[src/rtl/nand_geom_pkg.sv]
package nand_geom_pkg;
    localparam int META_BYTES  = 10;
    localparam int SMALL_CHUNK = 512;
    localparam int LARGE_CHUNK = 1024;
    localparam int PAR_NARROW  = 13;
    localparam int PAR_WIDE    = 14;

    typedef enum logic [2:0] {
        ST_IDLE,
        ST_CHECK,
        ST_WAIT_CNT,
        ST_LOAD_STR,
        ST_WAIT_STR,
        ST_LOAD_MARK,
        ST_WAIT_MARK,
        ST_FINISH
    } geom_state_e;
endpackage

[src/rtl/geom_mode.sv]
module geom_mode
    import nand_geom_pkg::*;
#(
    parameter int PW = 16
) (
    input  logic [PW-1:0] spare,
    output logic          gf14,
    output logic [PW-1:0] csize,
    output logic [3:0]    bpl,
    output logic          bad
);
    always_comb begin
        gf14  = (spare > PW'(SMALL_CHUNK));
        csize = gf14 ? PW'(LARGE_CHUNK) : PW'(SMALL_CHUNK);
        bpl   = gf14 ? 4'(PAR_WIDE) : 4'(PAR_NARROW);
        bad   = (spare > csize) || (spare <= PW'(META_BYTES));
    end
endmodule

[src/rtl/geom_div.sv]
module geom_div #(
    parameter int DW = 19
) (
    input  logic          clk,
    input  logic          rst_n,
    input  logic          go,
    input  logic [DW-1:0] num,
    input  logic [DW-1:0] den,
    output logic          fin,
    output logic [DW-1:0] quo,
    output logic [DW-1:0] rem
);
    localparam int CNTW = $clog2(DW + 1);

    logic [CNTW-1:0] cnt_q;
    logic            run_q;
    logic [DW-1:0]   den_q;
    logic [DW:0]     trial;

    // partial remainder shifted left by one with the next dividend bit
    assign trial = {rem, quo[DW-1]};

    always_ff @(posedge clk) begin
        if (!rst_n) begin
            cnt_q <= '0;
            run_q <= 1'b0;
            fin   <= 1'b0;
            quo   <= '0;
            rem   <= '0;
            den_q <= '0;
        end else begin
            fin <= 1'b0;
            if (go) begin
                quo   <= num;
                rem   <= '0;
                den_q <= den;
                cnt_q <= CNTW'(DW);
                run_q <= 1'b1;
            end else if (run_q) begin
                if (trial >= {1'b0, den_q}) begin
                    rem <= DW'(trial - {1'b0, den_q});
                    quo <= {quo[DW-2:0], 1'b1};
                end else begin
                    rem <= trial[DW-1:0];
                    quo <= {quo[DW-2:0], 1'b0};
                end
                cnt_q <= cnt_q - 1'b1;
                if (cnt_q == CNTW'(1)) begin
                    run_q <= 1'b0;
                    fin   <= 1'b1;
                end
            end
        end
    end
endmodule

[src/rtl/geom_pack.sv]
module geom_pack
    import nand_geom_pkg::*;
#(
    parameter int PW          = 16,
    parameter int CW          = 8,
    parameter int SW          = 8,
    parameter int CSIZE_SHIFT = 2
) (
    input  logic          valid,
    input  logic [CW-1:0] chunks,
    input  logic [SW-1:0] strength,
    input  logic          gf14,
    input  logic [PW-1:0] csize,
    output logic [CW-1:0] lay_nblk,
    output logic [7:0]    lay_meta,
    output logic [SW-1:0] lay_ecc,
    output logic [PW-1:0] lay_csize,
    output logic          lay_gf14
);
    always_comb begin
        lay_nblk  = valid ? (chunks - 1'b1) : '0;
        lay_meta  = valid ? 8'(META_BYTES) : '0;
        lay_ecc   = valid ? (strength >> 1) : '0;
        lay_csize = valid ? (csize >> CSIZE_SHIFT) : '0;
        lay_gf14  = valid & gf14;
    end
endmodule

[src/rtl/nand_geom_calc.sv]
module nand_geom_calc
    import nand_geom_pkg::*;
#(
    parameter int PW           = 16,
    parameter int CW           = 8,
    parameter int SW           = 8,
    parameter int MAX_STRENGTH = 40,
    parameter int CSIZE_SHIFT  = 2
) (
    input  logic          clk,
    input  logic          rst_n,
    input  logic          start,
    input  logic [PW-1:0] page_bytes,
    input  logic [PW-1:0] spare_bytes,
    output logic          busy,
    output logic          done,
    output logic          err,
    output logic [SW-1:0] strength,
    output logic [CW-1:0] chunks,
    output logic [PW-1:0] mark_byte,
    output logic [2:0]    mark_bit,
    output logic [CW-1:0] lay_nblk,
    output logic [7:0]    lay_meta,
    output logic [SW-1:0] lay_ecc,
    output logic [PW-1:0] lay_csize,
    output logic          lay_gf14
);
    localparam int DW = PW + 3;

    geom_state_e st_q, st_d;

    logic [PW-1:0] pg_q, sp_q;
    logic [CW-1:0] chunks_q;
    logic [SW-1:0] str_q;
    logic [DW-1:0] off_q;
    logic          err_q, ok_q;

    logic          gf14, bad;
    logic [PW-1:0] csize;
    logic [3:0]    bpl;

    logic          div_go, div_fin;
    logic [DW-1:0] div_num, div_den, div_quo, div_rem;

    logic [DW-1:0] mark_base, chunk_bits, par_bits, even_q, mark_red;
    logic [SW-1:0] str_cap;
    logic          forced;

    geom_mode #(.PW(PW)) mode_i (
        .spare (sp_q),
        .gf14  (gf14),
        .csize (csize),
        .bpl   (bpl),
        .bad   (bad)
    );

    geom_div #(.DW(DW)) div_i (
        .clk   (clk),
        .rst_n (rst_n),
        .go    (div_go),
        .num   (div_num),
        .den   (div_den),
        .fin   (div_fin),
        .quo   (div_quo),
        .rem   (div_rem)
    );

    geom_pack #(.PW(PW), .CW(CW), .SW(SW), .CSIZE_SHIFT(CSIZE_SHIFT)) pack_i (
        .valid     (ok_q),
        .chunks    (chunks_q),
        .strength  (str_q),
        .gf14      (gf14),
        .csize     (csize),
        .lay_nblk  (lay_nblk),
        .lay_meta  (lay_meta),
        .lay_ecc   (lay_ecc),
        .lay_csize (lay_csize),
        .lay_gf14  (lay_gf14)
    );

    // arithmetic shared by the operand mux and the result capture
    always_comb begin
        mark_base  = (DW'(pg_q) << 3) - DW'(META_BYTES * 8);
        chunk_bits = DW'(csize) << 3;
        par_bits   = DW'(str_q) * DW'(bpl);
        even_q     = {div_quo[DW-1:1], 1'b0};
        str_cap    = (even_q > DW'(MAX_STRENGTH)) ? SW'(MAX_STRENGTH) : SW'(even_q);
        forced     = (div_rem > chunk_bits);
        mark_red   = mark_base - div_quo * par_bits;
    end

    // divider operand selection per launching state
    always_comb begin
        div_go  = 1'b0;
        div_num = '0;
        div_den = '0;
        unique case (st_q)
            ST_CHECK: begin
                div_go  = !bad;
                div_num = DW'(pg_q);
                div_den = DW'(csize);
            end
            ST_LOAD_STR: begin
                div_go  = (chunks_q != '0);
                div_num = DW'(sp_q - PW'(META_BYTES)) << 3;
                div_den = DW'(bpl) * DW'(chunks_q);
            end
            ST_LOAD_MARK: begin
                div_go  = 1'b1;
                div_num = mark_base;
                div_den = chunk_bits + par_bits;
            end
            default: ;
        endcase
    end

    // next-state logic
    always_comb begin
        st_d = st_q;
        unique case (st_q)
            ST_IDLE:      if (start) st_d = ST_CHECK;
            ST_CHECK:     st_d = bad ? ST_FINISH : ST_WAIT_CNT;
            ST_WAIT_CNT:  if (div_fin) st_d = ST_LOAD_STR;
            ST_LOAD_STR:  st_d = (chunks_q == '0) ? ST_FINISH : ST_WAIT_STR;
            ST_WAIT_STR:  if (div_fin) st_d = ST_LOAD_MARK;
            ST_LOAD_MARK: st_d = ST_WAIT_MARK;
            ST_WAIT_MARK: if (div_fin) st_d = ST_FINISH;
            ST_FINISH:    st_d = ST_IDLE;
            default:      st_d = ST_IDLE;
        endcase
    end

    // state register
    always_ff @(posedge clk) begin
        if (!rst_n) st_q <= ST_IDLE;
        else        st_q <= st_d;
    end

    // result registers
    always_ff @(posedge clk) begin
        if (!rst_n) begin
            pg_q     <= '0;
            sp_q     <= '0;
            chunks_q <= '0;
            str_q    <= '0;
            off_q    <= '0;
            err_q    <= 1'b0;
            ok_q     <= 1'b0;
        end else begin
            unique case (st_q)
                ST_IDLE: if (start) begin
                    pg_q     <= page_bytes;
                    sp_q     <= spare_bytes;
                    chunks_q <= '0;
                    str_q    <= '0;
                    off_q    <= '0;
                    err_q    <= 1'b0;
                    ok_q     <= 1'b0;
                end
                ST_CHECK:     if (bad) err_q <= 1'b1;
                ST_WAIT_CNT:  if (div_fin) chunks_q <= CW'(div_quo);
                ST_LOAD_STR:  if (chunks_q == '0) err_q <= 1'b1;
                ST_WAIT_STR:  if (div_fin) str_q <= str_cap;
                ST_WAIT_MARK: if (div_fin) begin
                    off_q <= forced ? DW'(1) : mark_red;
                    ok_q  <= 1'b1;
                end
                default: ;
            endcase
        end
    end

    assign busy      = (st_q != ST_IDLE);
    assign done      = (st_q == ST_FINISH);
    assign err       = err_q;
    assign strength  = str_q;
    assign chunks    = chunks_q;
    assign mark_byte = off_q[DW-1:3];
    assign mark_bit  = off_q[2:0];
endmodule

[config.mk]
export PLATFORM = sky130hd
export DESIGN_NAME = nand_geom_calc
export DESIGN_NICKNAME = d
export VERILOG_FILES = /design/src/rtl/nand_geom_pkg.sv /design/src/rtl/geom_mode.sv /design/src/rtl/geom_div.sv /design/src/rtl/geom_pack.sv /design/src/rtl/nand_geom_calc.sv
export SDC_FILE = /design/constraint.sdc
export NUM_CORES = 1
export LEC_CHECK = 0
export BUFFER_PORTS_ARGS = -buffer_cell sky130_fd_sc_hd__buf_2
export CORE_AREA = 2 2 135 269
export CTS_BUF_LIST = sky130_fd_sc_hd__clkbuf_16
export DETAILED_ROUTE_END_ITERATION = 6
export DIE_AREA = 0 0 137 271
export HOLD_SLACK_MARGIN = 0.05
export PLACE_DENSITY_LB_ADDON = 0.2
export SETUP_SLACK_MARGIN = 0.5
export SLEW_MARGIN = 20
export SYNTH_ARGS = -nofsm -noshare
export SYNTH_HDL_FRONTEND = slang
export SYNTH_SLANG_ARGS = --single-unit
[constraint.sdc]
create_clock -name clk -period 9.1 [get_ports clk]
set_input_delay 0 -clock clk [delete_from_list [all_inputs] [get_ports clk]]
set_output_delay 0 -clock clk [all_outputs]
set_load 0.005 [all_outputs]
==> metrics.yaml, run 1 <==
async_reset_ff_share_pct: 0
die_x_um: 137
fin_util_pct: 44.6
start_kind: "flop"
drt_iter0_drc: 552
combPwrFrac_pct: 53.5
yosys.area_share.simple_pct: 19.1
cp_num_buf_inv: 5
grt_max_degree: 92
p_clk_share_pct: 22.2
drive_above_1_share_pct: 12.1
ys_seq_elements: 130
drc: 0
switchingPower_mw: 1.42
synth_compound_gate_area_share_pct: 13.8
multi_input_area_um2: 9940
area_growth_pct: 15.3
worst-endpoint-required_ns: 9.47
crit_type: "reg -> reg"
synth_edf_count: 0
synth.largest_area_cell: "fa_1"
dieArea_um2: 37100
hold_violations: 0
placed_area_um2: 14400
p_int_mw: 1.73
drt_wl_total_um: 41700
rsz0062_at_grt: "no"
cp_max_fo: 6
hpwl_um: 32600
synth_area_um2: 13500
tightestPinTransition_ns: 1.07
setup_viol: 0
seq_area_frac_synth_pct: 19.2
gp_congestion: 0.945
hold_path.class: "in -> reg"
regArea_um2: 2610
power.density_nw_per_um2: 202
clk_latency_ns: 0.43
fin_worst_skew_ns: 0.0109
synth-xor-area-share_pct: 6.06
grt_pass1_vias: 12224
core_um2: 35000
post_synth_fa_ha_maj_area_fraction_pct: 29.8
num-nets-final: 2029
routed_via_density: 5.29
antenna_found_initial: 0
layout_commonest_cell: "inv_1"
pwr-share-seq_pct: 24.3
r2r_setup_slack_ns: 0.75
final_area_um2: 15600
synth_mux_area_share_pct: 2.44
maxCapViolCount: 0
max_stage_delay_ns: 0.56
root_buffer: "clkbuf_16"
period_needed_ns: 8.35
grt_pass1_wl_um: 65200
worst_ep_arrival_time_ns: 8.71
clk_pin_slew_worst_paths_ns: 0.07
portBuffers: 91
nFillCells: 3548
finalCritPeriodShare_pct: 91.7
cts_tree: "yes"
synth_top_area_share_pct: 19.4
synth_top_family_by_area: "adder cells"
layout_common_cells: "inv_1, nand2_1, dfxtp_1"
ctsHtreeMaxLevel: 4
slew_violations: 0
cpMostUsedCell: "fa_1"
slowest_stage: "fa_1"
first_pass_iters: 5
yosysWarnings: 0
avgSynthCellArea_um2: 8.23
worst_slack_ns: 0.755
synth_area_leaders: "fa_1, dfxtp_1, ha_1, inv_1, nand2_1"
grtUsageTotal_pct: 23.1
synthFlopType: "dfxtp_1"
slew-limit-headroom_pct: 28.1
rows: 97
dp_slack_ns: -0.128
peakVddDrop_mv: 0.304
outcome: "complete, no violations"
wl_per_cell_um: 18.9
critPathCaptureType: "flop"
p_sw_share_pct: 45.1
diodes: 0
syn_inst: 1644
ios: 114
antenna_left: 0
synth_cell_types: 75
die_h_um: 271
grt_overflow: 0
clock_sinks: 130
clockBufferDepth: 2
path_delay_family: "adder cells"
initial_core_util_pct: 38.7
power.leakage_nw: 6.97
cts_made_buffers: 17
max_freq_ghz: 0.120
routed-via-count: 11688
fin_tns_setup_ns: 0
## Yosys cell counts (all sizes together) (11+ instances only)
| cell | count |
|---|---|
| nor4 | 11 |
| a21oi | 97 |
| a21o | 11 |
| a211oi | 38 |
| nand4 | 15 |
| clkbuf | 72 |
| o21ai | 58 |
| nand2b | 21 |
| a22oi | 15 |
| nand2 | 198 |
| mux2i | 33 |
| nand3 | 13 |
| fa | 131 |
| xnor2 | 59 |
| nor2 | 125 |
| ha | 113 |
| buf | 31 |
| nor3 | 22 |
| inv | 210 |
| dfxtp | 130 |
| o22ai | 14 |
| and2 | 86 |
| nor2b | 13 |
| xor2 | 27 |
## final timing paths
path	cells after the start	endpoint	start
worst max-delay path	32	off_q[14]$_SDFFE_PN0P_	sp_q[7]$_SDFFE_PN0P_
worst max register to register	32	off_q[14]$_SDFFE_PN0P_	sp_q[7]$_SDFFE_PN0P_
worst min-delay path	6	err$_SDFFE_PN0P_	start
worst min register to register	2	off_q[17]$_SDFFE_PN0P_	off_q[17]$_SDFFE_PN0P_
## tightest hold or removal path: cells and delay by family
| family | cells | cell delay [ns] |
|---|---|---|
| AND/OR/NAND/NOR | 4 | 0.38 |
| buffers and inverters | 1 | 0.11 |
| multiplexers | 1 | 0.15 |
## power groups by stage
stage	logic [mW]	clock network (mW)	registers [mW]
6_report	1.68	0.700	0.766
4_1_cts	1.66	0.713	0.764
3_3_place_gp	1.60	0	0.774
3_5_place_dp	1.61	0	0.776
5_1_grt	1.85	0.730	0.775
2_1_floorplan	1.24	0	0.707
## state kept, by name (all words and copies together), names as in the netlist, 3 cells and up
| signal | flops |
|---|---|
| div_i.quo | 19 |
| pg_q | 16 |
| div_i.rem | 19 |
| off_q | 19 |
| strength | 7 |
| div_i.cnt_q | 5 |
| div_i.den_q | 14 |
| st_q | 3 |
| chunks | 8 |
| sp_q | 16 |
## per-layer routing
metal / wire, um / up-vias / GRT usage (%)
met5: 0 / - / 0
met4: 2800 / 0 / 14.2
met3: 951 / 137 / 2.29
met2: 24000 / 275 / 45.7
met1: 13900 / 5732 / 21.6
li1: - / 5544 / -
## timing repair
item / CTS / global route
hold buffers: 33 / 0
resized for setup: 14 / 28
hold endpoints to repair: 38 / 0
setup endpoints to repair: 7 / 7
pin swaps: 16 / 33
buffers inserted: 9 / 5
## through the flow
step	std cells	total power, mW	hold slack, ns
6_report	2208	3.15	0.261
5_1_grt	2208	3.36	0.265
2_1_floorplan	1666	1.95	0.136
3_3_place_gp	2129	2.37	0.242
4_1_cts	2203	3.13	0.245
3_5_place_dp	2129	2.39	0.247
## logic make-up (layout without fill, tap and decap cells)
logic type	after synthesis	in the layout
buffers and inverters	315	412
muxes	33	33
other	1	23
and+or+nand+nor	538	538
adders and majority gates	244	244
xor gates and xnor gates	89	89
DFF	130	130
AOI/OAI and AO/OA	294	294
## area by class of cell
cell class	count	share of cell area, %
Clock buffer	17	2.73
Clock inverter	15	1.00
Inverter	212	5.10
Multi-Input combinational cell	1221	63.7
Sequential cell	130	16.7
Tap cell	445	3.57
Timing Repair Buffer	168	7.18
Power figures use the tool's default switching activity.
==> run 2, diff against run 1 <==
Settings changed: ABC_AREA set to 1, CORE_AREA 2 2 135 269 to 2 2 137 272, DIE_AREA 0 0 137 271 to 0 0 139 274.
==> metrics.yaml, run 2 <==
wl_per_cell_um: 16.2  # was 18.9 um
combPwrFrac_pct: 67.9  # was 53.5%
routed-via-count: 12281  # was 11688
grt_pass1_vias: 12041  # was 12224
core_um2: 36200  # was 35000 um^2
hold_depth: 3  # was 6
grt_max_degree: 64  # was 92
layout_commonest_cell: "nand2_1"  # was inv_1
maxCapViolCount: 0  # unchanged
first_pass_iters: 5  # unchanged
rows: 99  # was 97
cp_max_fo: 6  # unchanged
rsz0062_at_grt: "no"  # unchanged
max_freq_ghz: 0.125  # was 0.120 GHz
clock_sinks: 130  # unchanged
peakVddDrop_mv: 0.351  # was 0.304 mV
layout_common_cells: "nand2_1, inv_1, nor2_1"  # was inv_1, nand2_1, dfxtp_1
period_needed_ns: 7.99  # was 8.35 ns
ios: 114  # unchanged
stdcell_count: 2486  # was 2208
slowest_stage: "fa_1"  # unchanged
setup_viol: 0  # unchanged
num-nets-final: 2298  # was 2029
power.density_nw_per_um2: 318  # was 202 nW/um^2
drc: 0  # unchanged
drt_wl_total_um: 40200  # was 41700 um
worstReg2RegStart: "sp_q[13]$_SDFFE_PN0P_"  # was sp_q[7]$_SDFFE_PN0P_
synth.largest_area_cell: "fa_1"  # unchanged
slew-limit-headroom_pct: 29.3  # was 28.1%
diodes: 0  # unchanged
p_sw_share_pct: 53.4  # was 45.1%
initial_core_util_pct: 38.2  # was 38.7%
synth_area_leaders: "fa_1, dfxtp_1, nand2_1, ha_1, inv_1"  # was fa_1, dfxtp_1, ha_1, inv_1, nand2_1
synthFlopType: "dfxtp_1"  # unchanged
hold_path.class: "in -> reg"  # unchanged
synth_area_um2: 13800  # was 13500 um^2
area_growth_pct: 12.1  # was 15.3%
ys_seq_elements: 130  # unchanged
avgSynthCellArea_um2: 7.15  # was 8.23 um^2
grt_overflow: 0  # unchanged
slew_violations: 0  # unchanged
routed_via_density: 4.94  # was 5.29
r2r_cells: 37  # was 32
fin_worst_skew_ns: 0.00702  # was 0.0109 ns
cts_tree: "yes"  # unchanged
async_reset_ff_share_pct: 0  # unchanged
die_x_um: 139  # was 137 um
yosysWarnings: 0  # unchanged
antenna_found_initial: 0  # unchanged
pwr-share-seq_pct: 18.0  # was 24.3%
hold_violations: 0  # unchanged
cts_made_buffers: 17  # unchanged
yosys.cell_count.top_type: "nand2_1"  # was inv_1
synth_top_area_share_pct: 19.0  # was 19.4%
min_to: "div_i.quo[2]$_SDFFE_PN0P_"  # was err$_SDFFE_PN0P_
hp-start: "rst_n"  # was start
finalCritPeriodShare_pct: 87.8  # was 91.7%
clockBufferDepth: 2  # unchanged
dieArea_um2: 38100  # was 37100 um^2
grt_pass1_wl_um: 64200  # was 65200 um
root_buffer: "clkbuf_16"  # unchanged
synth_edf_count: 0  # unchanged
p_clk_share_pct: 14.0  # was 22.2%
fin_tns_setup_ns: 0  # unchanged
portBuffers: 91  # unchanged
place_inst: 2421  # was 2129
drive_above_1_share_pct: 8.66  # was 12.1%
switchingPower_mw: 2.63  # was 1.42 mW
start_kind: "flop"  # unchanged
outcome: "complete, no violations"  # unchanged
drt_iter0_drc: 782  # was 552
critPathCaptureType: "flop"  # unchanged
post_cts_buffers: 0  # was 9
clk_pin_slew_worst_paths_ns: 0.06  # was 0.07 ns
multi_input_area_um2: 9400  # was 9940 um^2
grtUsageTotal_pct: 21.4  # was 23.1%
p_int_mw: 2.29  # was 1.73 mW
synthTopCellsByCount: "nand2_1, inv_1, nor2_1"  # was inv_1, nand2_1, fa_1
syn_inst: 1933  # was 1644
clk_latency_ns: 0.44  # was 0.43 ns
regArea_um2: 2600  # was 2610 um^2
nFillCells: 3795  # was 3548
top_regs: "div_i.quo: 19 flops, div_i.rem: 19 flops, off_q: 19 flops"  # unchanged
hpwl_um: 32300  # was 32600 um
synth_cell_types: 55  # was 75
worst-endpoint-required_ns: 9.39  # was 9.47 ns
antenna_left: 0  # unchanged
r2r_setup_slack_ns: 1.11  # was 0.75 ns
worst_ep_arrival_time_ns: 8.28  # was 8.71 ns
gp_congestion: 0.911  # was 0.945
ctsHtreeMaxLevel: 4  # unchanged
tightestPinTransition_ns: 1.05  # was 1.07 ns
crit_type: "reg -> reg"  # unchanged
r2r_end: "off_q[18]$_SDFFE_PN0P_"  # was off_q[14]$_SDFFE_PN0P_
max_stage_delay_ns: 0.54  # was 0.56 ns
die_h_um: 274  # was 271 um
power.leakage_nw: 7.52  # was 6.97 nW
seq_area_frac_synth_pct: 18.8  # was 19.2%
[run 2: worst max path at each step]
stage	from	cells after the start	end
2_1_floorplan	sp_q[13]$_SDFFE_PN0P_	38	off_q[18]$_SDFFE_PN0P_
3_3_place_gp	sp_q[1]$_SDFFE_PN0P_	38	off_q[18]$_SDFFE_PN0P_
3_5_place_dp	sp_q[1]$_SDFFE_PN0P_	38	off_q[18]$_SDFFE_PN0P_
4_1_cts	sp_q[1]$_SDFFE_PN0P_	38	off_q[18]$_SDFFE_PN0P_
5_1_grt	sp_q[13]$_SDFFE_PN0P_	39	off_q[18]$_SDFFE_PN0P_
6_report	sp_q[13]$_SDFFE_PN0P_	37	off_q[18]$_SDFFE_PN0P_
[run 2: kinds of logic after synthesis]
kind of cell / synth area share, %
compound gates: 14.1
xor+xnor: 2.16
fa+ha+maj: 29.2
buf+inv: 13.9
flops: 18.8
other cells: 0.0272
simple gates: 21.8
[run 2: what timing repair did]
item	CTS	global route
gates resized for setup	0	8
hold buffers	33	0
hold endpoints to repair	33	0
setup endpoints to repair	0	2
[run 2: per-stage QoR]
step / hold WS (ns) / util [%] / power, mW / area [um^2] / setup WS [ns]
final: 0.249 / 42.8 / 4.93 / 15500 / 1.11
after global routing: 0.289 / 42.8 / 5.22 / 15500 / 0.539
after CTS: 0.242 / 42.7 / 4.72 / 15500 / 0.848
after detailed placement: 0.262 / 40.2 / 3.99 / 14500 / 0.863
after global placement: 0.258 / 40.2 / 4.00 / 14500 / 1.00
after floorplan: 0.145 / - / 3.21 / 13900 / 1.38
[run 2: critical path: cells and delay by family, from the launching register on]
| family | cells | cell delay (ns) |
|---|---|---|
| simple gates | 17 | 2.04 |
| buf+inv | 7 | 0.63 |
| fa+ha+maj | 9 | 4.31 |
| compound gates | 4 | 0.50 |
| flops | 1 | 0.35 |
[run 2: area by class of cell]
| cell class | instances | share of cell area [%] |
|---|---|---|
| Clock buffer | 17 | 2.75 |
| Clock inverter | 15 | 0.970 |
| Tap cell | 454 | 3.67 |
| Multi-Input combinational cell | 1350 | 60.7 |
| Timing Repair Buffer | 138 | 5.78 |
| Sequential cell | 130 | 16.8 |
| Inverter | 382 | 9.30 |
[run 2: metal layers]
layer / track usage (%) / vias to the layer above / wire length (um)
li1: - / 6221 / -
met1: 26.3 / 5646 / 17400
met2: 36.7 / 338 / 19100
met3: 3.06 / 76 / 1770
met4: 10.3 / 0 / 1920
met5: 0 / - / 0
[run 2: power groups by stage]
stage | registers [mW] | logic, mW | clock network [mW]
2_1_floorplan | 0.804 | 2.41 | 0
3_3_place_gp | 0.872 | 3.12 | 0
3_5_place_dp | 0.871 | 3.12 | 0
4_1_cts | 0.860 | 3.15 | 0.709
5_1_grt | 0.883 | 3.61 | 0.733
6_report | 0.889 | 3.35 | 0.692
